$ cat src/rtl/rstov_pkg.sv
`timescale 1ns/1ps
package rstov_pkg;

   localparam int unsigned BYTE_W    = 8;
   localparam int unsigned CTL_ADDR  = 0;
   localparam int unsigned TESTC_BIT = 3;

   typedef enum logic [2:0] {
      PH_IDLE,
      PH_HH,
      PH_LH,
      PH_LL,
      PH_HL
   } ph_e;

   typedef struct packed {
      logic [BYTE_W-1:0] val;
      logic [BYTE_W-1:0] msk;
   } rinit_t;

   function automatic rinit_t reg_init(input int unsigned idx);
      rinit_t r;
      r.val = '0;
      r.msk = '0;
      case (idx)
         0:                      begin r.val = 8'h08; r.msk = 8'hFF; end
         1:                      begin r.val = 8'h00; r.msk = 8'h3F; end
         2, 3, 9, 10, 11, 12:    begin r.val = 8'h80; r.msk = 8'h80; end
         13:                     begin r.val = 8'h80; r.msk = 8'h83; end
         14:                     begin r.val = 8'h03; r.msk = 8'h83; end
         default:                ;
      endcase
      return r;
   endfunction

endpackage

$ cat src/rtl/rstov_sync.sv
`timescale 1ns/1ps
module rstov_sync #(
   parameter int unsigned W      = 1,
   parameter int unsigned STAGES = 2,
   parameter logic [W-1:0] RST_VAL = '0
) (
   input  logic         clk,
   input  logic         rst_n,
   input  logic [W-1:0] d,
   output logic [W-1:0] q
);

   if (STAGES < 2) begin : g_bad_stages
      $error("rstov_sync: STAGES must be 2 or more");
   end

   logic [W-1:0] chain [STAGES];

   always_ff @(posedge clk or negedge rst_n) begin
      if (!rst_n) begin
         for (int i = 0; i < STAGES; i++) chain[i] <= RST_VAL;
      end else begin
         chain[0] <= d;
         for (int i = 1; i < STAGES; i++) chain[i] <= chain[i-1];
      end
   end

   assign q = chain[STAGES-1];

endmodule

$ cat src/rtl/rstov_osc_watch.sv
`timescale 1ns/1ps
module rstov_osc_watch #(
   parameter int unsigned STOP_LIM    = 255,
   parameter int unsigned SYNC_STAGES = 2,
   parameter bit          BOTH_EDGES  = 1'b0
) (
   input  logic clk,
   input  logic rst_n,
   input  logic osc_raw,
   output logic osc_run
);

   localparam int unsigned CW = $clog2(STOP_LIM + 1);
   localparam logic [CW-1:0] LIM = CW'(STOP_LIM);

   if (STOP_LIM < 2) begin : g_bad_lim
      $error("rstov_osc_watch: STOP_LIM must be 2 or more");
   end

   logic          osc_s;
   logic          osc_d;
   logic          edge_seen;
   logic [CW-1:0] idle_cnt;

   rstov_sync #(.W(1), .STAGES(SYNC_STAGES), .RST_VAL(1'b0)) u_sync (
      .clk   (clk),
      .rst_n (rst_n),
      .d     (osc_raw),
      .q     (osc_s)
   );

   always_ff @(posedge clk or negedge rst_n) begin
      if (!rst_n) osc_d <= 1'b0;
      else        osc_d <= osc_s;
   end

   if (BOTH_EDGES) begin : g_both
      assign edge_seen = osc_s ^ osc_d;
   end else begin : g_rise
      assign edge_seen = osc_s & ~osc_d;
   end

   always_ff @(posedge clk or negedge rst_n) begin
      if (!rst_n)               idle_cnt <= LIM;
      else if (edge_seen)       idle_cnt <= '0;
      else if (idle_cnt != LIM) idle_cnt <= idle_cnt + 1'b1;
   end

   assign osc_run = (idle_cnt != LIM);

endmodule

$ cat src/rtl/rstov_seq_det.sv
`timescale 1ns/1ps
module rstov_seq_det
   import rstov_pkg::*;
#(
   parameter int unsigned MIN_PH = 64
) (
   input  logic clk,
   input  logic rst_n,
   input  logic sda,
   input  logic scl,
   output logic hit
);

   localparam int unsigned CW = $clog2(MIN_PH + 1);
   localparam logic [CW-1:0] LONG = CW'(MIN_PH);

   if (MIN_PH < 1) begin : g_bad_min
      $error("rstov_seq_det: MIN_PH must be 1 or more");
   end

   ph_e           st, nxt;
   logic [CW-1:0] cnt;
   logic          long_en;
   logic          done;
   logic [1:0]    bus;

   assign bus     = {sda, scl};
   assign long_en = (cnt == LONG);

   always_comb begin
      nxt  = st;
      done = 1'b0;
      unique case (st)
         PH_IDLE: if (bus == 2'b11) nxt = PH_HH;
         PH_HH: begin
            if (bus != 2'b11) nxt = (bus == 2'b01 && long_en) ? PH_LH : PH_IDLE;
         end
         PH_LH: begin
            if (bus != 2'b01) nxt = (bus == 2'b00 && long_en) ? PH_LL : PH_IDLE;
         end
         PH_LL: begin
            if (bus != 2'b00) nxt = (bus == 2'b10 && long_en) ? PH_HL : PH_IDLE;
         end
         PH_HL: begin
            if (bus != 2'b10) begin
               nxt  = PH_IDLE;
               done = (bus == 2'b11) && long_en;
            end
         end
         default: nxt = PH_IDLE;
      endcase
   end

   always_ff @(posedge clk or negedge rst_n) begin
      if (!rst_n) begin
         st  <= PH_IDLE;
         cnt <= '0;
         hit <= 1'b0;
      end else begin
         st  <= nxt;
         hit <= done;
         if (nxt != st)     cnt <= '0;
         else if (!long_en) cnt <= cnt + 1'b1;
      end
   end

endmodule

$ cat src/rtl/rstov_ctrl.sv
`timescale 1ns/1ps
module rstov_ctrl
   import rstov_pkg::*;
#(
   parameter int unsigned AW          = 4,
   parameter int unsigned NREG        = 16,
   parameter int unsigned SYNC_STAGES = 2,
   parameter int unsigned MIN_PH      = 64,
   parameter int unsigned STOP_LIM    = 255,
   parameter bit          OSC_BOTH_EDGES = 1'b0
) (
   input  logic                 clk,
   input  logic                 por_n,
   input  logic                 osc_clk,
   input  logic                 sda_in,
   input  logic                 scl_in,
   input  logic                 wr_en,
   input  logic [AW-1:0]        wr_addr,
   input  logic [BYTE_W-1:0]    wr_data,
   output logic                 core_rst,
   output logic                 ovr_act,
   output logic [NREG*BYTE_W-1:0] init_val,
   output logic [NREG*BYTE_W-1:0] init_msk
);

   if (SYNC_STAGES < 2) begin : g_bad_sync
      $error("rstov_ctrl: SYNC_STAGES must be 2 or more");
   end
   if (NREG < 16 || NREG > (1 << AW)) begin : g_bad_nreg
      $error("rstov_ctrl: NREG must cover the 16 registers and fit the address");
   end

   logic [1:0] bus_s;
   logic       osc_run;
   logic       seq_hit;
   logic       arm_q;
   logic       ovr_q;
   logic       rst_q;
   logic       ctl_wr;
   logic       testc_w;
   logic       unused_wr;

   rstov_sync #(.W(2), .STAGES(SYNC_STAGES), .RST_VAL(2'b11)) u_bus_sync (
      .clk   (clk),
      .rst_n (por_n),
      .d     ({sda_in, scl_in}),
      .q     (bus_s)
   );

   rstov_osc_watch #(
      .STOP_LIM    (STOP_LIM),
      .SYNC_STAGES (SYNC_STAGES),
      .BOTH_EDGES  (OSC_BOTH_EDGES)
   ) u_osc (
      .clk     (clk),
      .rst_n   (por_n),
      .osc_raw (osc_clk),
      .osc_run (osc_run)
   );

   rstov_seq_det #(.MIN_PH(MIN_PH)) u_det (
      .clk   (clk),
      .rst_n (por_n),
      .sda   (bus_s[1]),
      .scl   (bus_s[0]),
      .hit   (seq_hit)
   );

   assign ctl_wr    = wr_en && (wr_addr == AW'(CTL_ADDR));
   assign testc_w   = wr_data[TESTC_BIT];
   assign unused_wr = ^wr_data;

   always_ff @(posedge clk or negedge por_n) begin
      if (!por_n) begin
         arm_q <= 1'b1;
         ovr_q <= 1'b0;
         rst_q <= 1'b1;
      end else begin
         if (ctl_wr) arm_q <= testc_w;
         if (ctl_wr && !testc_w)     ovr_q <= 1'b0;
         else if (seq_hit && arm_q)  ovr_q <= 1'b1;
         rst_q <= !(osc_run || ovr_q);
      end
   end

   assign core_rst = rst_q;
   assign ovr_act  = ovr_q;

   for (genvar g = 0; g < NREG; g++) begin : g_init
      localparam rinit_t RI = reg_init(g);
      assign init_val[g*BYTE_W +: BYTE_W] = RI.val;
      assign init_msk[g*BYTE_W +: BYTE_W] = RI.msk;
   end

endmodule

$ cat config.mk
export PLATFORM = sky130hd
export DESIGN_NAME = rstov_ctrl
export DESIGN_NICKNAME = d
export VERILOG_FILES = /design/src/rtl/rstov_pkg.sv /design/src/rtl/rstov_sync.sv /design/src/rtl/rstov_osc_watch.sv /design/src/rtl/rstov_seq_det.sv /design/src/rtl/rstov_ctrl.sv
export SDC_FILE = /design/constraint.sdc
export NUM_CORES = 1
export LEC_CHECK = 0
export BUFFER_PORTS_ARGS = -buffer_cell sky130_fd_sc_hd__buf_2
export CELL_PAD_IN_SITES_DETAIL_PLACEMENT = 1
export CELL_PAD_IN_SITES_GLOBAL_PLACEMENT = 1
export CORE_MARGIN = 3
export CORE_UTILIZATION = 25
export CTS_BUF_LIST = sky130_fd_sc_hd__clkbuf_8
export DETAILED_ROUTE_END_ITERATION = 16
export PLACE_DENSITY_LB_ADDON = 0.05
export SETUP_SLACK_MARGIN = 0.5
export SYNTH_ARGS = -nofsm -noshare
export SYNTH_HDL_FRONTEND = slang
export SYNTH_HIERARCHICAL = 1
export SYNTH_SLANG_ARGS = --single-unit
$ cat constraint.sdc
create_clock -name clk -period 1.6 [get_ports clk]
set_clock_uncertainty 0.1 [all_clocks]
set_input_delay 0.32 -clock clk [delete_from_list [all_inputs] [get_ports clk]]
set_output_delay 0.32 -clock clk [all_outputs]
set_load 0.01 [all_outputs]
---- Word-level counts from Yosys, hierarchy flattened ----
Index checks and enable logic that the tools add are counted.
W data, S select, Z words.
word-level totals
  input port bits ......................... 18
  register bits ........................... 29
cells by class
  bitwise logic cells ..................... 2
  eq/ne operators ......................... 14
  muxes and demuxes ....................... 17
  add/sub/neg operators ................... 2
  reduce and logical (&&, ||, !) cells .... 16
operators with widths
  cell                   number
  $mux W3                6
  $mux W8                2
  $pmux W3 S5            1
  $mux W7                2
  $add A8 B1 Y8 const B  1
  $ne A8 B8 Y1 const B   1
  $add A7 B1 Y7 const B  1
  $eq A7 B7 Y1 const B   1
  $logic_and A1 B1 Y1    7
  $eq A3 B2 Y1 const B   2
  $ne A2 B2 Y1 const B   3
  $reduce_bool A2 Y1     3
  $eq A2 B2 Y1 const B   2
  $logic_not A4 Y1       1
  $mux W1                4
  $mux W2                2
  $eq A3 B1 Y1 const B   1
  $eq A3 B3 Y1 const B   1
  $logic_not A3 Y1       1
  $ne A3 B3 Y1           1
  $eq A2 B1 Y1 const B   1
  $logic_not A1 Y1       2
  $logic_not A2 Y1       1
  $ne A2 B1 Y1 const B   1
  3 further kinds        3

---- Depth between registers and ports, before layout ----
  word-level depth ........................ 7
  gate-level depth with buffers ........... 6
  gate-level depth less buffers ........... 5

---- Cells and area by module ----
The synthesis kept the hierarchy.
by module, submodules not included
  module                      area an instance (um^2)  cells each  instances  sequential area each (um^2)
  rstov_ctrl                  2057.0                   268         1          77.6
  rstov_seq_det               685.7                    69          1          275.3
  rstov_osc_watch             488.0                    47          1          235.2
  rstov_sync at u_bus_sync    120.1                    6           1          105.1
  rstov_sync at u_osc.u_sync  50.0                     2           1          50.0

---- Least setup slack after synthesis ----
No wires, ideal clock.
  path type ............................... register to register
  from .................................... register u_bus_sync.chain, in the netlist u_bus_sync/q[1]
  to ...................................... register u_det.cnt[0]
  arrival ................................. 1.233 ns
  stages on the path, launching flop included .. 5
  setup slack ............................. 0.120 ns
  period minus slack after synthesis ...... 1.480 ns
  buffers on the path ..................... 1
  cells stage by stage .................... dfstp_2 -> buf_4 -> nor4b_2 -> a221oi_2 -> a22oi_1
on the way
  cells in the longest elaborated chain, start to end .. 7
ends and longest elaborated chain
  item                                                      RTL line                                                       text
  from (decl)                                               rstov_sync.sv:17                                               logic [W-1:0] chain [STAGES];
  $eq A2 B1 Y1, or another cell as far along                rstov_seq_det.sv:36                                            if (bus != 2'b11) nxt = (bus == 2'b01 && long_en) ? PH_LH : PH_IDLE;
  $logic_and A1 B1 Y1, on equally long branches             rstov_seq_det.sv:36, rstov_seq_det.sv:39, rstov_seq_det.sv:42
  $mux W2, or another cell as far along                     rstov_seq_det.sv:36
  $mux W3, on equally long branches                         rstov_seq_det.sv:36, rstov_seq_det.sv:39, rstov_seq_det.sv:42
  $pmux W3 S5 (*)                                           rstov_seq_det.sv:33                                            unique case (st)
  $ne A3 B3 Y1 (*)                                          rstov_seq_det.sv:62                                            if (nxt != st) cnt <= '0;
  $ne A2 B2 Y1 (no line) / $mux W7 (equally long branches)  -
  to (signal assigned)                                      rstov_seq_det.sv:63                                            else if (!long_en) cnt <= cnt + 1'b1;
  to (decl)                                                 rstov_seq_det.sv:22                                            logic [CW-1:0] cnt;
Every way passes the cells marked *; elsewhere a longest branch is shown, timed or not.
A chain may end at the register's enable or synchronous reset.

---- Final worst setup path ----
  from .................................... register u_bus_sync.chain, in the netlist u_bus_sync/q[0]
  to ...................................... register u_det.cnt[0]
Same word-level chain as after synthesis.

==> flow_summary_export.csv <==
group,metric,value,unit
logic_synthesis,yosys_warnings,6,
detailed_routing,first_pass_iters,4,
floorplan,die-area,15000,µm²
cts,cts_buffer_depth,2,
placement,place_congestion,0.689,
cts,cts_sinks,29,
floorplan,num_io_pins,276,
floorplan,fp.dieW,123,µm
sta,finalCriticalPeriod,1.46,ns
detailed_routing,final_antenna_net_count,0,
logic_synthesis,yosysMostFrequentCell,"buf_4",
finish,nFillCells,1604,
logic_synthesis,avgSynthCellArea,8.68,µm²
setup_path,rr_endpoint,"u_det/cnt[0]$_DFFE_PN0P_",
placement,dpl.hpwl,4790,µm
worst_hold_path,min-delay-path-class,"in2reg",
detailed_routing,dr_total_vias,1880,
logic_synthesis,ys_types,51,
setup_path,path_max_fanout,7,
grt,grt_use_total,0.0711,
finish,antenna_cells,0,
finish,area_growth,-5.04,%
sta,setup-tns-final,0,ns
grt,antenna_found_initial,0,
setup_path,regToRegSetupSlack,0.14,ns
pwr,power.leakage,1.70,nW
pwr,power_density,730,nW/µm²
logic_synthesis,async_flop_share,1.00,
outcome,run_status,"finished clean",
grt,grt_pass1_wl,8510,µm
cts,clk_latency,0.28,ns
setup_path,r2r-start,"u_bus_sync/q[0]$_DFF_PN1_",
setup_path,crit_start,"u_bus_sync/q[0]$_DFF_PN1_",
grt,grt.overflow.total,0,
grt,grt_pass1_vias,1713,
run,drv_cap,0,
cts,cts_buffers,5,
setup_path,start_kind,"flop",
logic_synthesis,ys.flop_type,"dfrtp_1",
pwr,peakVddDrop,0.000255,V
setup_path,end_kind,"flop",
floorplan,core,13000,µm²
pwr,power.total,0.00236,W
logic_synthesis,syn_inst,392,
logic_synthesis,synth_edf_count,0,
floorplan,die_y,123,µm
detailed_routing,drtIter0Drc,46,
sta,setup_viol,0,
grt,grt_max_degree,17,
setup_path,rr_worst_depth,4,
logic_synthesis,synth_area,3400,µm²
floorplan,rows,41,
logic_synthesis,yosysTopAreaCell,"buf_4",
sta,fin_crit_sh,0.914,
sta,drv_slew,0,
placement,numPortBuffers,12,
finish,nets,455,
setup_path,required,1.66,ns
detailed_routing,avgViaCountPerCell,3.10,
cts,ctsHtreeMaxLevel,2,
cts,path_clk_slew,0.06,ns
setup_path,cp.arrival,1.52,ns
detailed_routing,drt_wl_total,6140,µm
detailed_routing,wire_per_inst,10.1,µm
detailed_routing,drc_errors,0,
logic_synthesis,synth_top_cell_area_share,0.570,
logic_synthesis,yosys-top-cells-count,"buf_4 (258), dfrtp_1 (15), dfstp_2 (14), nand2_1 (11), nand3_1 (9)",
sta,rsz0062_at_grt,"yes",
sta,fmax,0.684,GHz
logic_synthesis,synth_area_leaders,"buf_4 (57%), dfrtp_1 (11%), dfstp_2 (11%), nand3_1 (1.3%), nand2_1 (1.2%)",
cts,cts-root-buf,"clkbuf_8",
cts,cts_tree,"yes",
setup_path,critical_path.endpoint,"u_det/cnt[0]$_DFFE_PN0P_",
logic_synthesis,ys_ff_latch,29,
finish,drive_gt1_frac,0.239,
setup_path,worst-setup-path-type,"reg2reg",
logic_synthesis,yosysSeqAreaShare,0.219,
sta,final_hold_viol_count,0,
floorplan,initial_utilization,0.262,
## area by class of cell
type | count | area (µm²) | area share
tap | 172 | 215 | 0.0666
multi-input combinational | 351 | 1830 | 0.566
clock inverter | 3 | 11.3 | 0.00349
inverter | 4 | 15.0 | 0.00465
clock buffer | 5 | 68.8 | 0.0213
sequential | 29 | 748 | 0.232
timing repair buffer | 43 | 342 | 0.106
## routing by layer
| layer | global-route usage | up-vias | wire [µm] | part of all wire |
|---|---|---|---|---|
| met1 | 0.0856 | 903 | 2200 | 0.36 |
| met3 | 0.0152 | 5 | 533 | 0.087 |
| li1 | - | 839 | - | - |
| met4 | 0.0210 | 0 | 46 | 0.0075 |
| met5 | 0 | - | 0 | 0 |
| met2 | 0.127 | 133 | 3360 | 0.55 |
## worst max-delay path: stages (launching register included)
cell	delay (ns)
dfstp_2	0.63
nor4b_4	0.08
a221oi_4	0.27
buf_6	0.17
a22oi_1	0.09
## what timing repair did
| item | 4_1_cts | 5_1_grt |
|---|---|---|
| gates cloned | 1 | 1 |
| buffers inserted | 6 | 3 |
| pin swaps | 10 | 11 |
| endpoints found under the hold margin | 4 | 0 |
| hold buffers | 1 | 0 |
| endpoints found under the setup margin | 22 | 22 |
| resized for setup | 30 | 14 |
## cells in the final DEF, fill, tap and decap left out, types with 2 or more instances in the layout
| cell | netlist | final |
|---|---|---|
| nand3_1 | 9 | 6 |
| inv_1 | 4 | 7 |
| a21oi_1 | 8 | 4 |
| dfstp_2 | 14 | 14 |
| nor2_1 | 4 | 3 |
| mux2i_1 | 3 | 3 |
| or3_1 | 2 | 2 |
| nor2b_1 | 3 | 2 |
| o21ai_2 | 0 | 2 |
| nand2_1 | 11 | 10 |
| buf_2 | 1 | 12 |
| xor2_1 | 2 | 2 |
| buf_4 | 258 | 20 |
| nand2b_1 | 3 | 3 |
| a31oi_1 | 3 | 3 |
| dfrtp_1 | 15 | 11 |
| clkbuf_8 | 0 | 5 |
| nor4b_4 | 1 | 3 |
| nand3_4 | 0 | 2 |
| conb_1 | 2 | 256 |
| buf_6 | 1 | 9 |
| a21oi_2 | 0 | 4 |
| dfrtp_2 | 0 | 4 |
| nor3_2 | 1 | 3 |
| a22oi_2 | 0 | 4 |
| o21ai_0 | 5 | 3 |
| nand4_1 | 3 | 3 |
## through the flow
stage / cells / cell area [µm²] / setup slack, ns / utilization / hold WS [ns]
2_1_floorplan: 646 / 4430 / 0.185 / - / -0.0756
5_1_grt: 607 / 3230 / 0.0622 / 0.249 / 0.0105
6_report: 607 / 3230 / 0.138 / 0.249 / 0.0347
4_1_cts: 603 / 3140 / 0.131 / 0.242 / 0.0183
3_5_place_dp: 587 / 2890 / 0.0623 / 0.223 / 0.167
3_3_place_gp: 587 / 2890 / 0.101 / 0.223 / 0.160
## registers in the layout (all words and copies together) (netlist names)
register and flops:
u_osc/u_sync/chain 1, u_osc/idle_cnt 8, u_det/st 3, u_bus_sync/q 2, u_osc/osc_d 1, u_osc/u_sync/q 1, u_det/hit 1, arm_q 1
u_det/cnt 7, ovr_act 1, core_rst 1, u_bus_sync/chain 2
## how the worst min path moves through the flow
stage	start	endpoint	cells past startpoint
floorplan	por_n	ovr_act$_DFFE_PN0P_	0
global placement	por_n	ovr_act$_DFFE_PN0P_	1
detailed placement	por_n	ovr_act$_DFFE_PN0P_	1
CTS	sda_in	u_bus_sync/chain[3]$_DFF_PN1_	1
global route	sda_in	u_bus_sync/chain[3]$_DFF_PN1_	1
finish	sda_in	u_bus_sync/chain[3]$_DFF_PN1_	1
## power by group
| group | switching [W] | internal, W |
|---|---|---|
| Combinational | 0.000551 | 0.000305 |
| Sequential | 0.0000777 | 0.000849 |
| Clock | 0.000286 | 0.000289 |
| Total | 0.000914 | 0.00144 |
## cells by family (layout without fill, tap and decap cells)
kind of cell    after synthesis  count (layout)  synth area share
buf+inv                     266              55             0.581
simple gates                 54              54             0.103
compound gates               32              32            0.0651
flops                        29              29             0.219
mux                           4               4            0.0132
fa+ha+maj                     3               3            0.0110
other cells                   2             256           0.00221
xor+xnor                      2               2           0.00515
Note: power is estimated with default switching activity, not from simulation.
